`src/rtl/dbuf_pkg.sv`:
```
package dbuf_pkg;
   typedef enum logic [2:0] {
      PS_OPC, PS_BADDR, PS_BDATA, PS_STAT, PS_PADDR, PS_PREADY, PS_SKIP
   } pstate_t;

   localparam logic [7:0] OP_WR_B0  = 8'h84;
   localparam logic [7:0] OP_WR_B1  = 8'h87;
   localparam logic [7:0] OP_STATUS = 8'hD7;
   localparam logic [7:0] OP_PE_B0  = 8'h83;
   localparam logic [7:0] OP_PE_B1  = 8'h86;
   localparam logic [7:0] OP_PN_B0  = 8'h88;
   localparam logic [7:0] OP_PN_B1  = 8'h89;

   localparam int FIELD_BYTES = 3;

   function automatic logic is_prog(input logic [7:0] op);
      return (op == OP_PE_B0) || (op == OP_PE_B1) ||
             (op == OP_PN_B0) || (op == OP_PN_B1);
   endfunction
endpackage

```
`src/rtl/spi_pin_sync.sv`:
```
module spi_pin_sync #(
   parameter int STAGES = 2
) (
   input  logic clk,
   input  logic rst_n,
   input  logic sck,
   input  logic cs_n,
   input  logic si,
   output logic sck_rise,
   output logic sck_fall,
   output logic cs_rise,
   output logic sel,
   output logic si_s
);
   logic sck_s, cs_s;
   logic sck_d, cs_d;

   generate
      if (STAGES == 0) begin : g_direct
         assign sck_s = sck;
         assign cs_s  = cs_n;
         assign si_s  = si;
      end else begin : g_chain
         logic [STAGES-1:0] sck_q, cs_q, si_q;
         always_ff @(posedge clk or negedge rst_n) begin
            if (!rst_n) begin
               sck_q <= '0;
               cs_q  <= '1;
               si_q  <= '0;
            end else begin
               sck_q[0] <= sck;
               cs_q[0]  <= cs_n;
               si_q[0]  <= si;
               for (int i = 1; i < STAGES; i++) begin
                  sck_q[i] <= sck_q[i-1];
                  cs_q[i]  <= cs_q[i-1];
                  si_q[i]  <= si_q[i-1];
               end
            end
         end
         assign sck_s = sck_q[STAGES-1];
         assign cs_s  = cs_q[STAGES-1];
         assign si_s  = si_q[STAGES-1];
      end
   endgenerate

   always_ff @(posedge clk or negedge rst_n) begin
      if (!rst_n) begin
         sck_d <= 1'b0;
         cs_d  <= 1'b1;
      end else begin
         sck_d <= sck_s;
         cs_d  <= cs_s;
      end
   end

   assign sel      = ~cs_s;
   assign sck_rise = sel & sck_s & ~sck_d;
   assign sck_fall = sel & ~sck_s & sck_d;
   assign cs_rise  = cs_s & ~cs_d;
endmodule

```
`src/rtl/cmd_parser.sv`:
```
module cmd_parser
   import dbuf_pkg::*;
#(
   parameter int DEPTH  = 264,
   parameter int AW     = 9,
   parameter int PAGE_W = 12
) (
   input  logic              clk,
   input  logic              rst_n,
   input  logic              sck_rise,
   input  logic              cs_rise,
   input  logic              sel,
   input  logic              si_s,
   input  logic              busy,
   output logic [1:0]        buf_we,
   output logic [AW-1:0]     buf_addr,
   output logic [7:0]        buf_data,
   output logic              stat_active,
   output logic              prog_valid,
   output logic [7:0]        prog_opcode,
   output logic [PAGE_W-1:0] prog_page
);
   localparam int FIELD_W = 8 * FIELD_BYTES;
   localparam logic [AW:0]   DEPTH_V = (AW+1)'(DEPTH);
   localparam logic [AW-1:0] LAST    = AW'(DEPTH - 1);
   localparam logic [1:0]    FLAST   = 2'(FIELD_BYTES - 1);

   pstate_t              st;
   logic [7:0]           shreg;
   logic [2:0]           bcnt;
   logic [1:0]           fcnt;
   logic [FIELD_W-9:0]   field;
   logic                 wsel;
   logic [AW-1:0]        wr_ptr;
   logic [7:0]           nxt;
   logic [FIELD_W-1:0]   full;
   logic [AW-1:0]        start;

   assign nxt   = {shreg[6:0], si_s};
   assign full  = {field, nxt};
   assign start = full[AW-1:0];
   assign stat_active = (st == PS_STAT);

   always_ff @(posedge clk or negedge rst_n) begin
      if (!rst_n) begin
         st          <= PS_OPC;
         shreg       <= '0;
         bcnt        <= '0;
         fcnt        <= '0;
         field       <= '0;
         wsel        <= 1'b0;
         wr_ptr      <= '0;
         buf_we      <= '0;
         buf_addr    <= '0;
         buf_data    <= '0;
         prog_valid  <= 1'b0;
         prog_opcode <= '0;
         prog_page   <= '0;
      end else begin
         buf_we     <= '0;
         prog_valid <= 1'b0;
         if (cs_rise) begin
            prog_valid <= (st == PS_PREADY);
            st   <= PS_OPC;
            bcnt <= '0;
            fcnt <= '0;
         end else if (!sel) begin
            st   <= PS_OPC;
            bcnt <= '0;
            fcnt <= '0;
         end else if (sck_rise) begin
            shreg <= nxt;
            bcnt  <= bcnt + 3'd1;
            if (bcnt == 3'd7) begin
               unique case (st)
                  PS_OPC: begin
                     fcnt <= '0;
                     if (((nxt == OP_WR_B0) || (nxt == OP_WR_B1)) && !busy) begin
                        st   <= PS_BADDR;
                        wsel <= (nxt == OP_WR_B1);
                     end else if (nxt == OP_STATUS) begin
                        st <= PS_STAT;
                     end else if (is_prog(nxt) && !busy) begin
                        st          <= PS_PADDR;
                        prog_opcode <= nxt;
                     end else begin
                        st <= PS_SKIP;
                     end
                  end
                  PS_BADDR, PS_PADDR: begin
                     field <= full[FIELD_W-9:0];
                     fcnt  <= fcnt + 2'd1;
                     if (fcnt == FLAST) begin
                        if (st == PS_BADDR) begin
                           wr_ptr <= ({1'b0, start} >= DEPTH_V) ? '0 : start;
                           st     <= PS_BDATA;
                        end else begin
                           prog_page <= full[PAGE_W+AW-1:AW];
                           st        <= PS_PREADY;
                        end
                     end
                  end
                  PS_BDATA: begin
                     buf_we   <= wsel ? 2'b10 : 2'b01;
                     buf_addr <= wr_ptr;
                     buf_data <= nxt;
                     wr_ptr   <= (wr_ptr == LAST) ? '0 : wr_ptr + 1'b1;
                  end
                  default: ;
               endcase
            end
         end
      end
   end

   // the two buffer strobes never fire together
   a_r3_onehot_we: assert property (@(posedge clk) disable iff (!rst_n)
      $onehot0(buf_we));
   // every write lands inside the buffer
   a_r4_addr_in_range: assert property (@(posedge clk) disable iff (!rst_n)
      (|buf_we) |-> (buf_addr <= LAST));
   // writes only come from a byte taken while selected
   a_r5_we_while_selected: assert property (@(posedge clk) disable iff (!rst_n)
      (|buf_we) |-> $past(sel));
   // handoff only follows a select release
   a_r10_prog_after_release: assert property (@(posedge clk) disable iff (!rst_n)
      prog_valid |-> $past(cs_rise));
endmodule

```
`src/rtl/status_shifter.sv`:
```
module status_shifter #(
   parameter logic [1:0] LOW_BITS = 2'b00
) (
   input  logic       clk,
   input  logic       rst_n,
   input  logic       sck_fall,
   input  logic       stat_active,
   input  logic       busy,
   input  logic       comp,
   input  logic [3:0] density,
   output logic       so
);
   logic [7:0] snap;
   logic [7:0] now_v;
   logic [2:0] idx;

   assign now_v = {~busy, comp, density, LOW_BITS};

   always_ff @(posedge clk or negedge rst_n) begin
      if (!rst_n) begin
         snap <= '0;
         idx  <= '0;
         so   <= 1'b0;
      end else if (!stat_active) begin
         idx <= '0;
         so  <= 1'b0;
      end else if (sck_fall) begin
         if (idx == 3'd0) begin
            snap <= now_v;
            so   <= now_v[7];
         end else begin
            so <= snap[3'd7 - idx];
         end
         idx <= idx + 3'd1;
      end
   end

   // data out only moves on a falling serial clock edge
   a_r8_so_moves_on_fall: assert property (@(posedge clk) disable iff (!rst_n)
      (stat_active && $past(stat_active) && !$past(sck_fall)) |-> $stable(so));
endmodule

```
`src/rtl/dbuf_spi_frontend.sv`:
```
module dbuf_spi_frontend #(
   parameter int         BUF_DEPTH   = 264,
   parameter int         ADDR_W      = 9,
   parameter int         PAGE_W      = 12,
   parameter int         SYNC_STAGES = 2,
   parameter logic [1:0] STATUS_LOW  = 2'b00
) (
   input  logic              clk,
   input  logic              rst_n,
   input  logic              spi_sck,
   input  logic              spi_cs_n,
   input  logic              spi_si,
   output logic              spi_so,
   output logic              spi_so_oe,
   input  logic              busy_i,
   input  logic              comp_i,
   input  logic [3:0]        density_i,
   output logic [1:0]        buf_we,
   output logic [ADDR_W-1:0] buf_addr,
   output logic [7:0]        buf_data,
   output logic              prog_valid,
   output logic [7:0]        prog_opcode,
   output logic [PAGE_W-1:0] prog_page
);
   generate
      if (BUF_DEPTH < 2 || BUF_DEPTH > (1 << ADDR_W)) begin : g_bad_depth
         $error("BUF_DEPTH must fit in ADDR_W bits");
      end
      if (ADDR_W + PAGE_W > 8 * dbuf_pkg::FIELD_BYTES) begin : g_bad_field
         $error("ADDR_W + PAGE_W exceeds the address field");
      end
      if (SYNC_STAGES < 0 || SYNC_STAGES > 4) begin : g_bad_sync
         $error("SYNC_STAGES out of range");
      end
   endgenerate

   logic sck_rise, sck_fall, cs_rise, sel, si_s, stat_active;

   spi_pin_sync #(.STAGES(SYNC_STAGES)) u_sync (
      .clk(clk), .rst_n(rst_n), .sck(spi_sck), .cs_n(spi_cs_n), .si(spi_si),
      .sck_rise(sck_rise), .sck_fall(sck_fall), .cs_rise(cs_rise),
      .sel(sel), .si_s(si_s)
   );

   cmd_parser #(.DEPTH(BUF_DEPTH), .AW(ADDR_W), .PAGE_W(PAGE_W)) u_parse (
      .clk(clk), .rst_n(rst_n), .sck_rise(sck_rise), .cs_rise(cs_rise),
      .sel(sel), .si_s(si_s), .busy(busy_i),
      .buf_we(buf_we), .buf_addr(buf_addr), .buf_data(buf_data),
      .stat_active(stat_active), .prog_valid(prog_valid),
      .prog_opcode(prog_opcode), .prog_page(prog_page)
   );

   status_shifter #(.LOW_BITS(STATUS_LOW)) u_stat (
      .clk(clk), .rst_n(rst_n), .sck_fall(sck_fall), .stat_active(stat_active),
      .busy(busy_i), .comp(comp_i), .density(density_i), .so(spi_so)
   );

   assign spi_so_oe = sel;
endmodule

```
`config.mk`:
```
export PLATFORM = sky130hd
export DESIGN_NAME = dbuf_spi_frontend
export DESIGN_NICKNAME = d
export VERILOG_FILES = /design/src/rtl/dbuf_pkg.sv /design/src/rtl/spi_pin_sync.sv /design/src/rtl/cmd_parser.sv /design/src/rtl/status_shifter.sv /design/src/rtl/dbuf_spi_frontend.sv
export SDC_FILE = /design/constraint.sdc
export NUM_CORES = 1
export LEC_CHECK = 0
export CORE_ASPECT_RATIO = 1.25
export CORE_MARGIN = 2
export CORE_UTILIZATION = 50
export CTS_CLUSTER_SIZE = 30
export DETAILED_ROUTE_END_ITERATION = 8
export HOLD_SLACK_MARGIN = 0.1
export PLACE_DENSITY = 0.73
export SLEW_MARGIN = 30
export SYNTH_ARGS = -nofsm -noshare
export SYNTH_HDL_FRONTEND = slang
export SYNTH_SLANG_ARGS = --single-unit
```
`constraint.sdc`:
```
create_clock -name clk -period 5.5 [get_ports clk]
set_clock_uncertainty 0.05 [all_clocks]
set_input_delay 1.1 -clock clk [delete_from_list [all_inputs] [get_ports clk]]
set_output_delay 1.1 -clock clk [all_outputs]
set_load 0.02 [all_outputs]
```
==> flow_summary.yaml, run 1 <==
grt:
  grt_util_met3: 0.04003
  use_met1: 0.2583
  grt_max_degree: 59
  grt_pass1_vias: 2802
  antenna_found_initial: 0
  globalRouteMet2Util: 0.2968
  top_usage_layer: "met2"
  overflow: 0
  gr-usage-all-layers: 0.1924
  grt_pass1_wl_um: 13650
final_layout:
  n_antenna_cell: 0
  final_area_sq_um: 5011
  drive_gt1_frac: 0.2423
  nFillCells: 682
  nets: 400
  fin_cells: 485
  synthToLayoutAreaGrowth_pct: 18.46
floorplan:
  dieArea_sq_um: 9217
  rows: 37
  fp.coreArea_sq_um: 8240
  initial_core_util: 0.5134
  dieHeight_um: 106.8
  die_x_um: 86.27
  ios: 53
clock_tree:
  htree_levels: 3
  ctsLongestPathBuffers: 2
  post_cts_buffers: 0
  post_cts_resized: 0
  cts_hold_buffers: 0
  worstSkewPairLatency_ns: 0.38
  cts.sinks: 96
  cts_tree: "built"
  root_buffer: "clkbuf_8"
  clk_pin_slew_ns: 0.08
  cts_inserted_buffers: 9
min_path:
  hold_class: "register to register"
  hold_depth: 0
  min_to: "u_sync.g_chain.sck_q[1]"
  min-delay-start: "u_sync.g_chain.sck_q[0]"
logic_synthesis:
  synth_edf_count: 0
  synth_area_leader_cell: "dfrtp_1"
  synthCells: 335
  ys_seq_elements: 96
  yosysSeqAreaShare: 0.5688
  synth_top_area_share: 0.5501
  netlist_area_sq_um: 4230
  ys.flop_type: "dfrtp_1"
  syn_nets: 352
  yosys.cell_types.count: 55
  synth.avg_cell_area_sq_um: 12.63
  netlist_top_cells_area: "dfrtp_1 (55%), mux2_2 (15%), o21ai_0 (2.0%)"
  ys_warn_count: 0
  ys_async_sr_fraction: 1.000
route:
  post_drt_wl_per_cell_um: 16.63
  wl_um: 8065
  dr.pass1.iters: 4
  vias_per_cell: 5.676
  via_count: 2753
  drtIter0Drc: 223
  drc: 0
  ant_nets: 0
place:
  place_congestion: 0.8555
  dp_hpwl_um: 5518
  placedCellCount: 469
  post_dp_cell_area_sq_um: 4806
  io_buffer_count: 52
setup_path:
  critical_path.max_stage_delay_ns: 0.73
  arrival_ns: 1.83
  end_kind: "primary output"
  critPathRequiredTime_ns: 4.35
  r2r-end: "u_parse.field[11]"
  cp-start-kind: "register"
  path_class: "register to primary output"
  cp_top_family: "buffers and inverters"
  r2r-start: "u_parse.bcnt[0]"
  crit_path_max_fanout: 13
  reg2reg_depth: 6
  path_buf_inv: 2
  critPathSlowestCell: "dfstp_2"
  regToRegSetupSlack_ns: 3.00
  cp_cell_sequence: "inv_1, clkdlybuf4s50_1"
timing:
  setup_violations: 0
  final_max_slew_viol_count: 0
  relSlewSlack: 0.5276
  hold_violations: 0
  finalSetupTns_ns: 0
  tightest_slew_ns: 0.7086
  rsz0062_at_grt: "no"
  period_minus_slack_ns: 2.977
  fin_crit_sh: 0.5413
  timing.hold.ws_ns: 0.3055
  max_freq_mhz: 335.9
status:
  outcome: "completed"
job:
  maxCapViolCount: 0
power_and_ir_drop:
  ir_drop_v: 0.0001666
  leakagePower_nw: 2.265
  power.density_nw_per_um2: 272.6
[stage by stage]
step,setup WS (ns),utilization,total power [mW]
6_report,2.523,0.6081,1.366
5_1_grt,2.447,0.6081,1.426
4_1_cts,2.499,0.6081,1.378
3_5_place_dp,2.238,0.5832,0.9046
3_3_place_gp,2.264,0.5826,0.9014
2_1_floorplan,2.909,-,0.8574
[worst max path at each step]
stage	slack, ns	cells after the start	from	endpoint
floorplan	2.91	4	busy_i	u_parse.prog_opcode[0]
global placement	2.26	5	busy_i	u_parse.prog_opcode[3]
detailed placement	2.24	5	busy_i	u_parse.prog_opcode[0]
CTS	2.50	2	u_sync.g_chain.cs_q[1]	spi_so_oe
global route	2.45	2	u_sync.g_chain.cs_q[1]	spi_so_oe
finish	2.52	2	u_sync.g_chain.cs_q[1]	spi_so_oe
[layer usage]
layer,part of all wire,vias to the layer above
li1,-,1299
met1,0.45,1385
met2,0.50,58
met3,0.032,11
met4,0.021,0
met5,0,-
[registers in the layout, summed over array words and instances, names as in the netlist, 3 cells and up]
| name | count |
|---|---|
| u_parse.shreg | 7 |
| u_parse.bcnt | 3 |
| u_parse.buf_addr | 9 |
| u_parse.st | 3 |
| u_parse.prog_page | 12 |
| u_parse.buf_data | 8 |
| u_parse.prog_opcode | 8 |
| u_parse.field | 13 |
| u_parse.wr_ptr | 9 |
| u_stat.snap | 6 |
| u_stat.idx | 3 |
[worst register-to-register path, stage by stage, from the launching register on]
cell and delay, ns:
dfrtp_1 0.37, ha_1 0.17, ha_1 0.19, nand3b_1 0.23, nor3_1 0.40, o21a_1 0.58
mux2_2 0.41
[power breakdown]
| part | switching, mW | internal, mW |
|---|---|---|
| Sequential | 0.0596 | 0.729 |
| Combinational | 0.0501 | 0.0528 |
| Clock | 0.248 | 0.227 |
[cell type report]
class                           count  area [sq um]  area share
Clock inverter                      5         63.81     0.01273
Sequential cell                    96          2406      0.4801
Tap cell                           97         121.4     0.02422
Timing Repair Buffer               54         533.0      0.1064
Multi-Input combinational cell    209          1697      0.3386
Inverter                           13         48.80    0.009738
Clock buffer                       11         141.4     0.02821
[cell usage after synthesis (all sizes together), types with 2 or more instances]
master	n
a31oi	2
inv	13
mux2i	3
nand3b	4
nor2b	4
nor2	14
nor3b	5
nand3	8
nor4b	2
clkbuf	8
nor4	5
mux2	55
or2	3
o21a	4
ha	6
buf	9
a32o	2
dfstp	3
nand2	18
nand4	3
o21ai	17
dfrtp	93
nor3	4
and3	3
nand2b	3
a21oi	11
xor2	3
or4	5
or3b	2
a22o	3
xnor2	2
and2b	3
[cells by family after synthesis]
group,Yosys count,synth area share
fa+ha+maj,6,0.01775
buf+inv,30,0.03135
mux,59,0.1588
simple gates,89,0.1322
flops,96,0.5688
xor+xnor,5,0.01035
compound gates,50,0.08075
[cells in the final DEF, fill, tap and decap left out, types with 4 or more instances in the layout]
master            n
ha_1              6
nand3b_1          4
nand3_1           7
mux2_2           55
o21ai_0          17
clkdlybuf4s50_1  51
o21a_1            4
dfrtp_1          93
a21oi_1          11
nand2_1          18
nor4_1            4
nor2_1           14
inv_1            13
nor3_1            4
clkbuf_8         10
nor2b_1           4
Power figures use the tool's default switching activity.
==> run 2: changes to the inputs <==
- clock period: 5.5 -> 3.12 ns (I/O delays scaled with it)
==> run 2 against run 1 <==
  * Design area fell by 0.17%
  * Combinational power rose by 78%
  * Final cell count did not move
  * Sequential share of layout area rose by 0.084 points
  * Non-clock buffer count rose by 1
  * Die area did not move
  * Core utilization fell by 0.11 points
  * Critical path depth did not move
  * Register-to-register slack got worse by 2.4 ns
  * Worst hold slack got worse by 0.15 ns
  * Via count rose by 1.6%
  * Critical endpoint unchanged
  * Highest routed layer unchanged
==> flow_summary.yaml, run 2 (synthesis results as in run 1) <==
status:
  outcome: "completed"
final_layout:
  drive_gt1_frac: 0.2423
  synthToLayoutAreaGrowth_pct: 18.25
  nFillCells: 664
  nets: 401
  largest_reg_flops: 13
  top_register: "u_parse.field"
  layout_common_cells: "dfrtp_1 (93), mux2_2 (55), clkdlybuf4s50_1 (51)"
  n_antenna_cell: 0
  final_common_cell: "dfrtp_1"
  top_regs: "u_parse.field: 13 flops, u_parse.prog_page: 12 flops"
clock_tree:
  worstSkewPairLatency_ns: 0.37
  htree_levels: 3
  cts_hold_buffers: 0
  post_cts_resized: 0
  cts_tree: "built"
  clk_pin_slew_ns: 0.08
  cts.sinks: 96
  root_buffer: "clkbuf_8"
  post_cts_buffers: 0
  cts_inserted_buffers: 9
  ctsLongestPathBuffers: 2
power_and_ir_drop:
  ir_drop_v: 0.0003522
  leakagePower_nw: 2.253
  power.density_nw_per_um2: 463.8
route:
  routed.top_layer: "met4"
  drc: 0
  drtIter0Drc: 212
  vias_per_cell: 5.765
  wl_met1_um: 3499
  wl_um: 8027
  wl_met3_um: 278
  ant_nets: 0
  post_drt_wl_per_cell_um: 16.55
  wl_met2_um: 4072
  dr.pass1.iters: 4
  via_count: 2796
floorplan:
  dieArea_sq_um: 9217
  dieHeight_um: 106.8
  initial_core_util: 0.5134
  fp.coreArea_sq_um: 8240
  rows: 37
  ios: 53
  die_x_um: 86.27
grt:
  antenna_found_initial: 0
  overflow: 0
  grt_pass1_wl_um: 13780
  gr-usage-all-layers: 0.1909
  grt_pass1_vias: 2890
  grt_max_degree: 60
setup_path:
  end_kind: "primary output"
  critPathRequiredTime_ns: 2.45
  path_class: "register to primary output"
  cp-start-kind: "register"
  arrival_ns: 1.86
  crit_path_max_fanout: 13
timing:
  finalSetupTns_ns: 0
  timing.hold.ws_ns: 0.1577
  final_max_slew_viol_count: 0
  fin_crit_sh: 0.8110
  period_minus_slack_ns: 2.530
  rsz0062_at_grt: "no"
  setup_violations: 0
  hold_violations: 0
  max_freq_mhz: 395.2
  relSlewSlack: 0.5703
  tightest_slew_ns: 0.6446
min_path:
  hold_class: "input pin to asynchronous set/reset pin"
place:
  place_congestion: 0.8506
  io_buffer_count: 52
  dp_hpwl_um: 5491
job:
  maxCapViolCount: 0
run 2: cell types whose count changed in the layout (fill, tap and decap cells not counted):
cell        previous run  this run
nand3_1                7         8
nand3_2                1         0
bufinv_16              1         0
clkbuf_1               1         0
clkbuf_8              10        11
inv_6                  2         0
clkinvlp_4             1         4
buf_12                 0         1
clkinv_4               1         0
run 2: critical path: stages, from the launching register on:
cell and delay, ns:
dfstp_2 0.74, inv_1 0.18, clkdlybuf4s50_1 0.57
run 2: power breakdown:
group | internal (mW) | switching [mW]
clock network | 0.328 | 0.415
logic | 0.0950 | 0.0883
registers | 1.29 | 0.108
total | 1.71 | 0.612
run 2: stage by stage:
stage | worst slack [ns] | instance area, sq um | instances | utilization | power, mW
2_1_floorplan | 1.005 | 4230 | 335 | - | 1.511
3_3_place_gp | 0.3572 | 4821 | 470 | 0.5850 | 1.590
3_5_place_dp | 0.3194 | 4821 | 470 | 0.5850 | 1.599
4_1_cts | 0.5724 | 5002 | 485 | 0.6070 | 2.341
5_1_grt | 0.4452 | 5002 | 485 | 0.6070 | 2.420
6_report | 0.5896 | 5002 | 485 | 0.6070 | 2.320
run 2: area by class of cell:
type	count	area, sq um	area share
Inverter	13	48.80	0.009755
Sequential cell	96	2406	0.4810
Clock buffer	11	151.4	0.03027
Tap cell	97	121.4	0.02426
Timing Repair Buffer	55	553.0	0.1106
Clock inverter	4	30.03	0.006003
Multi-Input combinational cell	209	1692	0.3382
run 2: path summary, 6_finish.rpt:
| check | start | to | slack (ns) | depth (start not counted) |
|---|---|---|---|---|
| max in group asynchronous | rst_n | u_stat.so | 2.20 | 2 |
| worst min-delay path | rst_n | u_sync.g_chain.si_q[0] | 0.16 | 1 |
| worst max-delay path | u_sync.g_chain.cs_q[1] | spi_so_oe | 0.59 | 2 |
| worst max register to register | u_parse.bcnt[0] | u_parse.field[8] | 0.60 | 6 |
| worst min register to register | u_sync.g_chain.si_q[0] | u_sync.g_chain.si_q[1] | 0.30 | 0 |
| min in group clk | u_sync.g_chain.si_q[0] | u_sync.g_chain.si_q[1] | 0.30 | 0 |
run 2: routing by layer:
metal,up-vias,track usage
met5,-,0
met4,0,0.09821
met3,15,0.03002
met2,64,0.3162
met1,1417,0.2412
li1,1300,-
==> run 3: changes to the inputs <==
- clock period: 3.12 -> 2.5 ns (I/O delays scaled with it)
==> run 3 against run 2 <==
  * Core utilization is 1.9 points higher
  * First-iteration DRC count fell by 9.4%
  * Register-to-register slack got worse by 0.37 ns
  * Flip-flop and latch count did not move
  * Critical path depth unchanged
  * Routed wire length increased by 1.3%
  * Die area did not move
  * Sequential share of layout area fell by 1.5 points
  * Design area rose by 3.1%
  * Final cell count up 1.9%
  * Critical path type unchanged
  * Critical endpoint unchanged
  * Highest routed layer unchanged
==> flow_summary.yaml, run 3 (synthesis results as in run 1) <==
floorplan:
  dieHeight_um: 106.8
  rows: 37
  die_x_um: 86.27
  initial_core_util: 0.5134
  dieArea_sq_um: 9217
  ios: 53
  fp.coreArea_sq_um: 8240
power_and_ir_drop:
  leakagePower_nw: 2.352
  power.density_nw_per_um2: 643.7
  fin_total_pwr_mw: 3.321
  ir_drop_v: 0.0004033
final_layout:
  largest_reg_flops: 13
  drive_gt1_frac: 0.2569
  nFillCells: 640
  n_antenna_cell: 0
  fin_cells: 494
  final_area_sq_um: 5159
  top_regs: "u_parse.field: 13 flops, u_parse.prog_page: 12 flops"
  final_common_cell: "dfrtp_1"
  top_register: "u_parse.field"
  nets: 409
  layout_common_cells: "dfrtp_1 (93), mux2_2 (55), clkdlybuf4s50_1 (51)"
  synthToLayoutAreaGrowth_pct: 21.95
timing:
  hold_violations: 0
  setup_violations: 0
  relSlewSlack: 0.6397
  rsz0062_at_grt: "no"
  tightest_slew_ns: 0.5381
  setup_slack_ns: 0.1173
  max_freq_mhz: 419.7
  period_minus_slack_ns: 2.383
  fin_crit_sh: 0.9531
  final_max_slew_viol_count: 0
grt:
  grt_pass1_vias: 2911
  grt_pass1_wl_um: 14110
  overflow: 0
  antenna_found_initial: 0
  grt_max_degree: 42
  gr-usage-all-layers: 0.1961
route:
  ant_nets: 0
  dr.pass1.iters: 5
  via_count: 2822
  drc: 0
  post_drt_wl_per_cell_um: 16.45
  drtIter0Drc: 192
  wl_um: 8128
  vias_per_cell: 5.713
place:
  placedCellCount: 477
  place_congestion: 0.8774
  post_dp_cell_area_sq_um: 4873
  post-place-ws_ns: -0.06137
  io_buffer_count: 52
  dp_hpwl_um: 5603
setup_path:
  reg2reg_depth: 7
  cp_num_cells: 2
  critPathSlowestCell: "dfstp_2"
  critical_path.max_stage_delay_ns: 0.73
  cp_cell_sequence: "inv_1, clkdlybuf4s50_1"
  end_kind: "primary output"
  arrival_ns: 1.83
  crit_path_max_fanout: 13
  path_class: "register to primary output"
  cp_top_family: "buffers and inverters"
  cp-start-kind: "register"
  critPathRequiredTime_ns: 1.95
  path_buf_inv: 2
clock_tree:
  clk_pin_slew_ns: 0.09
  worstSkewPairLatency_ns: 0.36
  cts_inserted_buffers: 9
  ctsLongestPathBuffers: 2
  htree_levels: 3
  root_buffer: "clkbuf_8"
  cts_hold_buffers: 1
  cts_tree: "built"
  post_cts_resized: 0
  cts.sinks: 96
  post_cts_buffers: 0
status:
  outcome: "completed"
job:
  maxCapViolCount: 0
min_path:
  hold_class: "register to register"
  hold_depth: 0
[run 3: cell count changes in the layout (fill, tap and decap cells not counted), sizes merged]
cell / before / now
buf: 4 / 11
bufinv: 0 / 4
clkbuf: 11 / 10
clkinvlp: 4 / 0
dlygate4sd3: 0 / 1
inv: 13 / 15
[run 3: power by group]
group	internal, mW	total [mW]	leakage (nW)	switching, mW
clock network	0.800	1.34	0.137	0.540
logic	0.130	0.263	0.915	0.133
registers	1.60	1.72	1.30	0.114
[run 3: worst paths after layout]
kind                                         from                      to  slack (ns)
hold reg to reg            u_sync.g_chain.cs_q[0]  u_sync.g_chain.cs_q[1]        0.31
setup / recovery           u_sync.g_chain.cs_q[1]               spi_so_oe        0.12
hold / removal             u_sync.g_chain.cs_q[0]  u_sync.g_chain.cs_q[1]        0.31
setup reg to reg                  u_parse.bcnt[0]  u_parse.prog_opcode[2]        0.23
min in group asynchronous                   rst_n  u_parse.prog_opcode[0]        0.58
max in group asynchronous                   rst_n     u_parse.buf_addr[6]        1.17
[run 3: layer usage]
metal | GRT usage | part of all wire
met5 | 0 | 0
met4 | 0.07031 | 0.015
met3 | 0.04388 | 0.040
met2 | 0.3206 | 0.51
met1 | 0.2573 | 0.44
[run 3: through the flow]
stage,hold slack (ns),utilization,setup TNS [ns]
global placement,0.2844,0.5914,-0.1608
global route,0.3144,0.6260,0
floorplan,0.1544,-,0
CTS,0.3103,0.6260,0
detailed placement,0.2909,0.5914,-0.2085
finish,0.3102,0.6260,0
[run 3: layout make-up]
class | instances | area [sq um] | area share
multi-input cells | 209 | 1692 | 0.3279
flip-flops and latches | 96 | 2406 | 0.4664
clock inverters | 6 | 137.6 | 0.02668
clock buffers | 10 | 137.6 | 0.02668
inverters | 13 | 48.80 | 0.009459
well taps | 97 | 121.4 | 0.02353
repair buffers | 63 | 615.6 | 0.1193
